## config.mk

```make
export PLATFORM = sky130hd
export DESIGN_NAME = shader_seq
export DESIGN_NICKNAME = d
export VERILOG_FILES = /design/src/rtl/shader_seq_pkg.sv /design/src/rtl/shader_seq_stack.sv /design/src/rtl/shader_seq_pc.sv /design/src/rtl/shader_seq.sv
export SDC_FILE = /design/constraint.sdc
export NUM_CORES = 1
export LEC_CHECK = 0
export BUFFER_PORTS_ARGS = -buffer_cell sky130_fd_sc_hd__buf_2
export CAP_MARGIN = 20
export CORE_MARGIN = 4
export CORE_UTILIZATION = 55
export CTS_CLUSTER_DIAMETER = 60
export CTS_CLUSTER_SIZE = 20
export DETAILED_ROUTE_END_ITERATION = 8
export PLACE_DENSITY = 0.77
export SKIP_CTS_REPAIR_TIMING = 1
export SLEW_MARGIN = 10
export SYNTH_ARGS = -nofsm -noshare
export SYNTH_HDL_FRONTEND = slang
export SYNTH_SLANG_ARGS = --single-unit
export TNS_END_PERCENT = 10
```

## constraint.sdc

```tcl
create_clock -name clk_i -period 3.55 [get_ports clk_i]
set_clock_uncertainty 0.15 [all_clocks]
set_input_delay 0.1775 -clock clk_i [delete_from_list [all_inputs] [get_ports clk_i]]
set_output_delay 0.1775 -clock clk_i [all_outputs]
set_load 0.02 [all_outputs]
```

## src/rtl/shader_seq_pkg.sv

```systemverilog
package shader_seq_pkg;
  typedef enum logic [1:0] {
    CLS_OTHER = 2'd0,
    CLS_CALL  = 2'd1,
    CLS_RET   = 2'd2
  } instr_cls_e;

  typedef enum logic [1:0] {
    ST_IDLE = 2'd0,
    ST_RUN  = 2'd1,
    ST_FIN  = 2'd2
  } seq_state_e;
endpackage

```

## src/rtl/shader_seq_stack.sv

```systemverilog
module shader_seq_stack #(
  parameter int AW    = 10,
  parameter int DEPTH = 8,
  localparam int LW   = $clog2(DEPTH + 1),
  localparam int IW   = (DEPTH > 1) ? $clog2(DEPTH) : 1
) (
  input  logic          clk_i,
  input  logic          rst_ni,
  input  logic          clear_i,
  input  logic          push_i,
  input  logic          pop_i,
  input  logic [AW-1:0] push_data_i,
  output logic [AW-1:0] top_o,
  output logic          full_o,
  output logic [LW-1:0] level_o
);
  localparam logic [AW-1:0] SENT = '1;

  logic [AW-1:0] slot_q [DEPTH];
  logic [LW-1:0] lvl_q;
  logic [IW-1:0] top_idx;

  always_ff @(posedge clk_i or negedge rst_ni) begin
    if (!rst_ni) begin
      for (int i = 0; i < DEPTH; i++) slot_q[i] <= SENT;
    end else if (clear_i) begin
      for (int i = 0; i < DEPTH; i++) slot_q[i] <= SENT;
    end else begin
      for (int i = 0; i < DEPTH; i++) begin
        if (push_i && lvl_q == LW'(i)) slot_q[i] <= push_data_i;
        else if (pop_i && lvl_q == LW'(i + 1)) slot_q[i] <= SENT; // freed slot re-marked
      end
    end
  end

  always_ff @(posedge clk_i or negedge rst_ni) begin
    if (!rst_ni)      lvl_q <= '0;
    else if (clear_i) lvl_q <= '0;
    else if (push_i)  lvl_q <= lvl_q + LW'(1);
    else if (pop_i)   lvl_q <= lvl_q - LW'(1);
  end

  assign top_idx = IW'(lvl_q - LW'(1));
  assign top_o   = (lvl_q == '0) ? SENT : slot_q[top_idx];
  assign full_o  = (lvl_q == LW'(DEPTH));
  assign level_o = lvl_q;

  assert_push_room_R7: assert property (@(posedge clk_i) disable iff (!rst_ni)
    push_i |-> !full_o);
  assert_pop_nonempty_R5: assert property (@(posedge clk_i) disable iff (!rst_ni)
    pop_i |-> (lvl_q != '0));
  assert_push_top_R4: assert property (@(posedge clk_i) disable iff (!rst_ni)
    (push_i && !clear_i) |=> (top_o == $past(push_data_i)));
endmodule

```

## src/rtl/shader_seq_pc.sv

```systemverilog
module shader_seq_pc #(
  parameter int AW = 10
) (
  input  logic          clk_i,
  input  logic          rst_ni,
  input  logic          load_i,
  input  logic [AW-1:0] load_addr_i,
  input  logic          incr_i,
  output logic [AW-1:0] pc_o
);
  logic [AW-1:0] pc_q;
  logic [AW-1:0] base;

  assign base = load_i ? load_addr_i : pc_q;

  always_ff @(posedge clk_i or negedge rst_ni) begin
    if (!rst_ni)              pc_q <= '0;
    else if (load_i || incr_i) pc_q <= base + (incr_i ? AW'(1) : AW'(0));
  end

  assign pc_o = pc_q;

  assert_hold_R3: assert property (@(posedge clk_i) disable iff (!rst_ni)
    (!load_i && !incr_i) |=> $stable(pc_o));
endmodule

```

## src/rtl/shader_seq.sv

```systemverilog
module shader_seq
  import shader_seq_pkg::*;
#(
  parameter int AW    = 10,
  parameter int DEPTH = 8
) (
  input  logic          clk_i,
  input  logic          rst_ni,
  input  logic          start_i,
  input  logic [AW-1:0] entry_i,
  input  logic          instr_vld_i,
  input  logic [1:0]    instr_cls_i,
  input  logic [AW-1:0] target_i,
  output logic [AW-1:0] fetch_addr_o,
  output logic          busy_o,
  output logic          done_o,
  output logic          ovf_o
);
  localparam int LW = $clog2(DEPTH + 1);
  localparam logic [AW-1:0] SENT = '1;

  seq_state_e    state_q, state_d;
  logic          ovf_q;
  logic          go, act, is_call, is_ret;
  logic          ret_end, ovf_hit, push, pop;
  logic          pc_load, pc_incr;
  logic [AW-1:0] pc_load_addr, top, pc;
  logic          full;
  logic [LW-1:0] level;

  assign go      = start_i && (state_q == ST_IDLE);
  assign act     = instr_vld_i && (state_q == ST_RUN);
  assign is_call = act && (instr_cls_i == CLS_CALL);
  assign is_ret  = act && (instr_cls_i == CLS_RET);
  assign ret_end = is_ret && (top == SENT);
  assign ovf_hit = is_call && full;
  assign push    = is_call && !full;
  assign pop     = is_ret && !ret_end;

  // start: entry; call: target; return: saved address then +1; other: +1
  assign pc_load      = go || push || pop;
  assign pc_load_addr = go ? entry_i : (push ? target_i : top);
  assign pc_incr      = pop || (act && !is_call && !is_ret);

  always_comb begin
    state_d = state_q;
    unique case (state_q)
      ST_IDLE: if (go) state_d = ST_RUN;
      ST_RUN: begin
        if (ret_end)      state_d = ST_FIN;
        else if (ovf_hit) state_d = ST_IDLE;
      end
      ST_FIN:  state_d = ST_IDLE;
      default: state_d = ST_IDLE;
    endcase
  end

  always_ff @(posedge clk_i or negedge rst_ni) begin
    if (!rst_ni) begin
      state_q <= ST_IDLE;
      ovf_q   <= 1'b0;
    end else begin
      state_q <= state_d;
      if (go)           ovf_q <= 1'b0;
      else if (ovf_hit) ovf_q <= 1'b1;
    end
  end

  shader_seq_stack #(.AW(AW), .DEPTH(DEPTH)) u_stack (
    .clk_i       (clk_i),
    .rst_ni      (rst_ni),
    .clear_i     (go),
    .push_i      (push),
    .pop_i       (pop),
    .push_data_i (pc),
    .top_o       (top),
    .full_o      (full),
    .level_o     (level)
  );

  shader_seq_pc #(.AW(AW)) u_pc (
    .clk_i       (clk_i),
    .rst_ni      (rst_ni),
    .load_i      (pc_load),
    .load_addr_i (pc_load_addr),
    .incr_i      (pc_incr),
    .pc_o        (pc)
  );

  assign fetch_addr_o = pc;
  assign busy_o       = (state_q != ST_IDLE);
  assign done_o       = (state_q == ST_FIN);
  assign ovf_o        = ovf_q;

  assert_start_R2: assert property (@(posedge clk_i) disable iff (!rst_ni)
    go |=> (busy_o && fetch_addr_o == $past(entry_i) && level == '0));
  assert_step_R3: assert property (@(posedge clk_i) disable iff (!rst_ni)
    (act && !is_call && !is_ret) |=> (fetch_addr_o == $past(fetch_addr_o) + AW'(1)));
  assert_call_jump_R4: assert property (@(posedge clk_i) disable iff (!rst_ni)
    push |=> (fetch_addr_o == $past(target_i)));
  assert_done_pulse_R6: assert property (@(posedge clk_i) disable iff (!rst_ni)
    done_o |=> (!done_o && !busy_o));
  assert_ret_end_R6: assert property (@(posedge clk_i) disable iff (!rst_ni)
    ret_end |=> done_o);
  assert_ovf_halts_R7: assert property (@(posedge clk_i) disable iff (!rst_ni)
    $rose(ovf_o) |-> (!busy_o && !done_o));
endmodule

```

; Word-level counts from Yosys, hierarchy flattened
; Index checks and enable logic that the tools add are counted.
[classes]
muxes = 34
n_reduce_logical = 48
eq_ne = 15
n_addsub = 3
bitwise_logic = 1
n_lt_le_gt_ge = 1
[op_table]
columns = cell, n
row1 = 10-bit 2-to-1 mux, 22
row2 = 80-bit 2-to-1 mux, 1
row3 = 10-bit binary-select mux with 3-bit select, 1
row4 = 3-bit nonzero test, 9
row5 = 1-bit logical AND, 26
row6 = 4-bit by 3-bit equality test with 1-bit output (second input constant), 4
row7 = 4-bit 2-to-1 mux, 3
row8 = 10-bit adder, 1
row9 = 10-bit equality test (second input constant), 1
row10 = 4-bit by 2-bit equality test with 1-bit output (second input constant), 2
row11 = 2-bit 2-to-1 mux, 3
row12 = 4-bit by 1-bit adder with 4-bit output (second input constant), 1
row13 = 2-bit by 1-bit equality test with 1-bit output (second input constant), 2
row14 = 2-bit equality test (second input constant), 2
row15 = 4-bit by 1-bit equality test with 1-bit output (second input constant), 1
row16 = 4-bit equality test (second input constant), 1
row17 = 4-bit greater-or-equal comparator (second input constant), 1
row18 = 1-bit zero test, 4
row19 = 4-bit zero test, 1
row20 = 1-bit logical OR, 4
row21 = 3-bit NOT with 4-bit output, 1
row22 = 2-bit one-hot mux with 2 select lines, 1
row23 = 2-bit nonzero test, 2
row24 = 4-bit by 1-bit subtractor with 4-bit output (second input constant), 1
row25 = other kinds (5), 7
[word_totals]
wordCells = 114
in_bits = 26
output_inout_bits = 13
regBits = 97

; Longest topological paths before layout
[depth]
depth_word = 14
mapped_depth = 20
ltp_nobuf = 16

; Cells and area by module
; Synthesis repeated with hierarchy kept, for this count alone.
[unflattened]
cells_unflattened = 526
hier_area_um2 = 5455.2
[by_module_without_submodules]
columns = module, area_per_inst_um2, cells_each, n_inst, seq_area_each_um2
row1 = shader_seq_stack, 4160.2, 372, 1, 2202.1
row2 = shader_seq_pc, 742.0, 77, 1, 250.2
row3 = shader_seq, 553.0, 77, 1, 75.1

; Worst setup path before layout
; Ideal clock, no wire load.
[synth_timing]
kind = flip-flop to flip-flop
start = reg u_stack.lvl_q[0], in the netlist u_stack.level_o[0]
end = reg u_pc.pc_q[8], in the netlist u_pc.pc_o[8]
arrival_time_ns = 3.481
slack_ns = -0.201
path_buffers = 5
path_stages_with_launch = 20
period_less_slack_ns = 3.751
cell_sequence = dfrtp_1 > buf_6 > buf_6 > inv_1 > ha_1 > buf_2 > mux4_2 > nand2_1 > o211ai_4 > a31o_4 > and2_4 > buf_2 > buf_2 > nand2_1 > o21ai_0 > ha_1 > inv_1 > nor2_1 > a211o_1 > and3_1
[synth_via]
elab_chain_cells = 13
elab_cells_between_ends = 23
[synth_rtl]
columns = item, line_no
row1 = "start, declared", shader_seq_stack.sv:20  ; logic [LW-1:0] lvl_q;
row2 = "start signal, assigned", shader_seq_stack.sv:39  ; else if (push_i) lvl_q <= lvl_q + LW'(1);
row3 = "start signal, assigned", shader_seq_stack.sv:40  ; else if (pop_i) lvl_q <= lvl_q - LW'(1);
row4 = 4-bit by 1-bit subtractor with 4-bit output, --
row5 = 3-bit NOT with 4-bit output (not written as such), shader_seq_stack.sv:44  ; assign top_o = (lvl_q == '0) ? SENT : slot_q[top_idx];
row6 = 10-bit binary-select mux with 3-bit select, shader_seq_stack.sv:44
row7 = 10-bit 2-to-1 mux (not written as such) (2 in series), shader_seq_stack.sv:44
row8 = 10-bit 2-to-1 mux, shader_seq_stack.sv:44
row9 = 10-bit equality test, shader_seq.sv:35  ; assign ret_end = is_ret && (top == SENT);
row10 = 1-bit logical AND, shader_seq.sv:35
row11 = 1-bit zero test, shader_seq.sv:38  ; assign pop = is_ret && !ret_end;
row12 = 1-bit logical AND, shader_seq.sv:38
row13 = "1-bit logical OR, on equally long branches", "shader_seq.sv:41, shader_seq.sv:43"
row14 = 10-bit 2-to-1 mux / 1-bit 2-to-1 mux (equally long branches), "shader_seq_pc.sv:14, shader_seq_pc.sv:18"
row15 = 10-bit adder, shader_seq_pc.sv:18  ; else if (load_i || incr_i) pc_q <= base + (incr_i ? AW'(1) : AW'(0));
row16 = "end signal, assigned", shader_seq_pc.sv:18
row17 = "end, declared", shader_seq_pc.sv:11  ; logic [AW-1:0] pc_q;
; Parallel ways exist; a longest one is shown, timed or not. The select of a mux whose other input is x is not followed.
; A chain may end at the register's enable or synchronous reset.

; Final worst setup path
[layout_timing]
start = reg u_stack.lvl_q[0], in the netlist u_stack.level_o[0]
end = reg u_pc.pc_q[9], in the netlist u_pc.pc_o[9]
; The elaborated chain is that of the path after synthesis.

==> results.sh <==
export IMPL_p_seq_share_pct=34.6
export IMPL_ys_seq_elements=97
export IMPL_die_y_um=107
export IMPL_drtIter0Drc=363
export IMPL_synth_ff_type="dfstp_2"
export IMPL_wl_per_cell_um=21.3
export IMPL_finalSetupViolCount=0
export IMPL_fin_nets=617
export IMPL_syn_nets=568
export IMPL_ys_seq_area_share_pct=46.5
export IMPL_dp_hpwl_um=11100
export IMPL_slew_headroom_pct=40.8
export IMPL_holdPathStages=3
export IMPL_ant_nets=0
export IMPL_grt_overflow=0
export IMPL_p_int_uw=3870
export IMPL_final_area_um2=6180
export IMPL_timing_fmax_mhz=292
export IMPL_clock_path_buffers=2
export IMPL_avgViaCountPerCell=6.34
export IMPL_synth_cells=535
export IMPL_drive_gt1_share_pct=40.2
export IMPL_finalHoldViolations=0
export IMPL_hp_start="instr_cls_i[0]"
export IMPL_fin_crit_ns=3.43
export IMPL_finalSetupTns_ns=0
export IMPL_insertion_delay_ns=0.38
export IMPL_cp_required_ns=3.70
export IMPL_cts_root_buf="clkbuf_8"
export IMPL_synth_warnings=0
export IMPL_cts_tree="yes"
export IMPL_area_growth_pct=13.7
export IMPL_ir_drop_mv=0.424
export IMPL_comb_power_share_pct=53.3
export IMPL_path_clk_slew_ns=0.11
export IMPL_htreeDepth=3
export IMPL_crit_fanout=8
export IMPL_dpl_cell_area_um2=5760
export IMPL_drtPass1Iterations=5
export IMPL_setup_worst_path_start_class="flop"
export IMPL_initial_utilization_pct=56.1
export IMPL_netlist_area_um2=5430
export IMPL_pwr_share_clk_pct=12.1
export IMPL_cellPowerDensity_nw_per_um2=1080
export IMPL_tightest_slew_ns=0.889
export IMPL_final_cells=722
export IMPL_worst_path_largest_cell_delay_ns=0.41
export IMPL_die_w_um=107
export IMPL_regToRegSetupSlack_ns=0.12
export IMPL_synth_cell_types=66
export IMPL_cp_cell_sequence="inv_2, ha_4, buf_12, buf_12, mux4_2, nand4_1, o22ai_2, a31o_4, nand2_4, nor2_1, a31oi_1, ha_2, inv_2, nor3_4, a31o_1, a211o_1, o311a_1"
export IMPL_avgSynthCellArea_um2=10.2
export IMPL_drv_cap=0
export IMPL_hold_path_end="state_q[1]"
export IMPL_placementRows=36
export IMPL_whs_ns=0.121
export IMPL_post_route_period_util_pct=96.5
export IMPL_grt_max_degree=74
export IMPL_path_class="reg2reg"
export IMPL_min_path_type="in2reg"
export IMPL_drt_total_wl_um=15400
export IMPL_grt_pass1_vias=4434
export IMPL_status="finished, final reports clean"
export IMPL_slowest_stage="dfrtp_1"
export IMPL_synth_edf_count=0
export IMPL_p_leak_uw=0.00246
export IMPL_grt_use_total_pct=27.4
export IMPL_slew_violations=0
export IMPL_io_pin_count=39
export IMPL_dieArea_um2=11500
export IMPL_rr_worst_depth=17
export IMPL_n_antenna_cell=0
export IMPL_r2r_end="u_pc.pc_o[9]"
export IMPL_cts_buffers=9
export IMPL_p_switching_uw=2820
export IMPL_drt_drc_violations_left=0
export IMPL_cts_sinks=97
export IMPL_core_area_um2=9680
export IMPL_cp_end_kind="flop"
export IMPL_async_flop_share_pct=100
export IMPL_power_uw=6690
export IMPL_port_buffers=38
export IMPL_antenna_found_initial=0
export IMPL_cp_arrival_ns=3.58
export IMPL_p_sw_share_pct=42.2
export IMPL_regToRegStartpoint="u_stack.level_o[0]"
export IMPL_grt_pass1_wl_um=24200
export IMPL_numPlacedInstances=693
export IMPL_routabilityCongestion=0.980
export IMPL_vias=4580
-- how the worst max path moves through the flow --
stage / startpoint / endpoint / slack [ns] / depth (start not counted)
after global placement: u_stack.level_o[0] / u_pc.pc_o[9] / 0.22 / 14
after CTS: u_stack.level_o[0] / u_pc.pc_o[9] / 0.03 / 14
after floorplan: u_stack.level_o[0] / u_pc.pc_o[6] / -0.03 / 19
after detailed placement: u_stack.level_o[0] / u_pc.pc_o[9] / 0.07 / 14
after global routing: u_stack.level_o[0] / u_pc.pc_o[9] / -0.04 / 17
final: u_stack.level_o[0] / u_pc.pc_o[9] / 0.12 / 17
-- power by group through the flow --
stage               Combinational (uW)  Clock, uW  Sequential [uW]
floorplan                         2390          0             2190
CTS                               3160        817             2290
global placement                  3060          0             2290
global route                      3850        863             2360
detailed placement                3140          0             2300
finish                            3570        811             2310
-- sequential cells by signal (all words and copies together), names as in the netlist --
signal and flops:
ovf_o 1, state_q 2, u_stack.slot_q 80, u_stack.level_o 4, u_pc.pc_o 10
-- synth_stat cells (all sizes together), types with 2 or more instances --
| cell type | count | share of area [%] |
|---|---|---|
| nor2 | 116 | 9.1 |
| a21oi | 89 | 8.2 |
| dfstp | 80 | 39 |
| nand2 | 24 | 1.8 |
| buf | 20 | 2.9 |
| mux4 | 20 | 8.3 |
| dfrtp | 17 | 7.8 |
| and3 | 16 | 1.9 |
| o21ai | 14 | 1.4 |
| clkbuf | 12 | 0.83 |
| inv | 10 | 0.69 |
| and2 | 9 | 1.1 |
| nand3 | 9 | 0.92 |
| nand4 | 8 | 0.92 |
| ha | 7 | 1.6 |
| xnor2 | 7 | 1.1 |
| a211o | 6 | 0.97 |
| a211oi | 5 | 0.69 |
| mux2i | 5 | 0.92 |
| nor3 | 5 | 0.46 |
| o221ai | 5 | 0.81 |
| nor2b | 4 | 0.46 |
| or3 | 4 | 0.46 |
| a31o | 3 | 0.64 |
| a41oi | 3 | 0.48 |
| mux2 | 3 | 0.69 |
| nor4b | 3 | 0.71 |
| o22ai | 3 | 0.35 |
| nand2b | 2 | 0.23 |
| nand3b | 2 | 0.28 |
| nor4 | 2 | 0.23 |
| o211ai | 2 | 0.53 |
| o221a | 2 | 0.41 |
| o311ai | 2 | 0.32 |
| xor2 | 2 | 0.67 |
-- layout make-up --
| type | instances | area, um2 |
|---|---|---|
| clock inverter | 6 | 91.3 |
| inverter | 10 | 37.5 |
| tap | 133 | 166 |
| fill | 765 | 3510 |
| multi-input combinational | 396 | 2740 |
| sequential | 97 | 2530 |
| timing repair buffer | 70 | 492 |
| clock buffer | 10 | 128 |
-- kinds of logic (layout without fill, tap and decap cells) --
| group | Yosys count | after routing | share of synthesized area (%) |
|---|---|---|---|
| muxes | 28 | 28 | 9.90 |
| xor gates and xnor gates | 9 | 9 | 1.80 |
| DFF | 97 | 97 | 46.5 |
| buffers and inverters | 42 | 96 | 4.38 |
| adders and majority gates | 7 | 7 | 1.61 |
| and+or+nand+nor | 206 | 206 | 19.0 |
| AOI/OAI and AO/OA | 146 | 146 | 16.8 |
-- layer usage --
layer / vias up / GRT usage [%] / part of all wire (%)
met5: - / 0 / 0
li1: 2024 / - / -
met3: 38 / 6.06 / 10
met1: 2248 / 38.0 / 40
met4: 0 / 10.6 / 2.7
met2: 270 / 42.1 / 47
-- layout by cell type (no fill, tap or decap), types with 3 or more instances in the layout --
cell and count:
a21oi_1 89, and2_1 8, mux4_2 20, nand4_1 8, a211o_1 6, buf_12 4
dfstp_2 80, o21ai_2 3, inv_2 5, nand3_1 8, or3_1 4, inv_1 5
and3_1 15, nand2_1 22, nor2_1 93, buf_4 26, a211oi_1 5, nor2b_1 4
o21ai_0 10, o221ai_1 5, nor2_2 21, xnor2_1 7, clkbuf_8 9, buf_2 37
mux2i_1 5, ha_1 4, nor3_1 4, dfrtp_1 17
-- per-stage QoR --
stage                     setup WS (ns)  util (%)
after floorplan                 -0.0291         -
after global placement            0.223      59.4
after detailed placement         0.0708      59.4
after CTS                        0.0264      61.7
after global routing            -0.0356      63.8
final                             0.125      63.8
-- critical path: cells and delay by family (launching register included) --
kind                     cells  cell delay, ns
AO/OA/AOI/OAI                6            1.05
adder cells (fa/ha/maj)      2            0.57
buffers and inverters        4            0.36
flip-flops                   1            0.41
multiplexers                 1            0.33
AND/OR/NAND/NOR              4            0.46
Power figures use the tool's default switching activity.
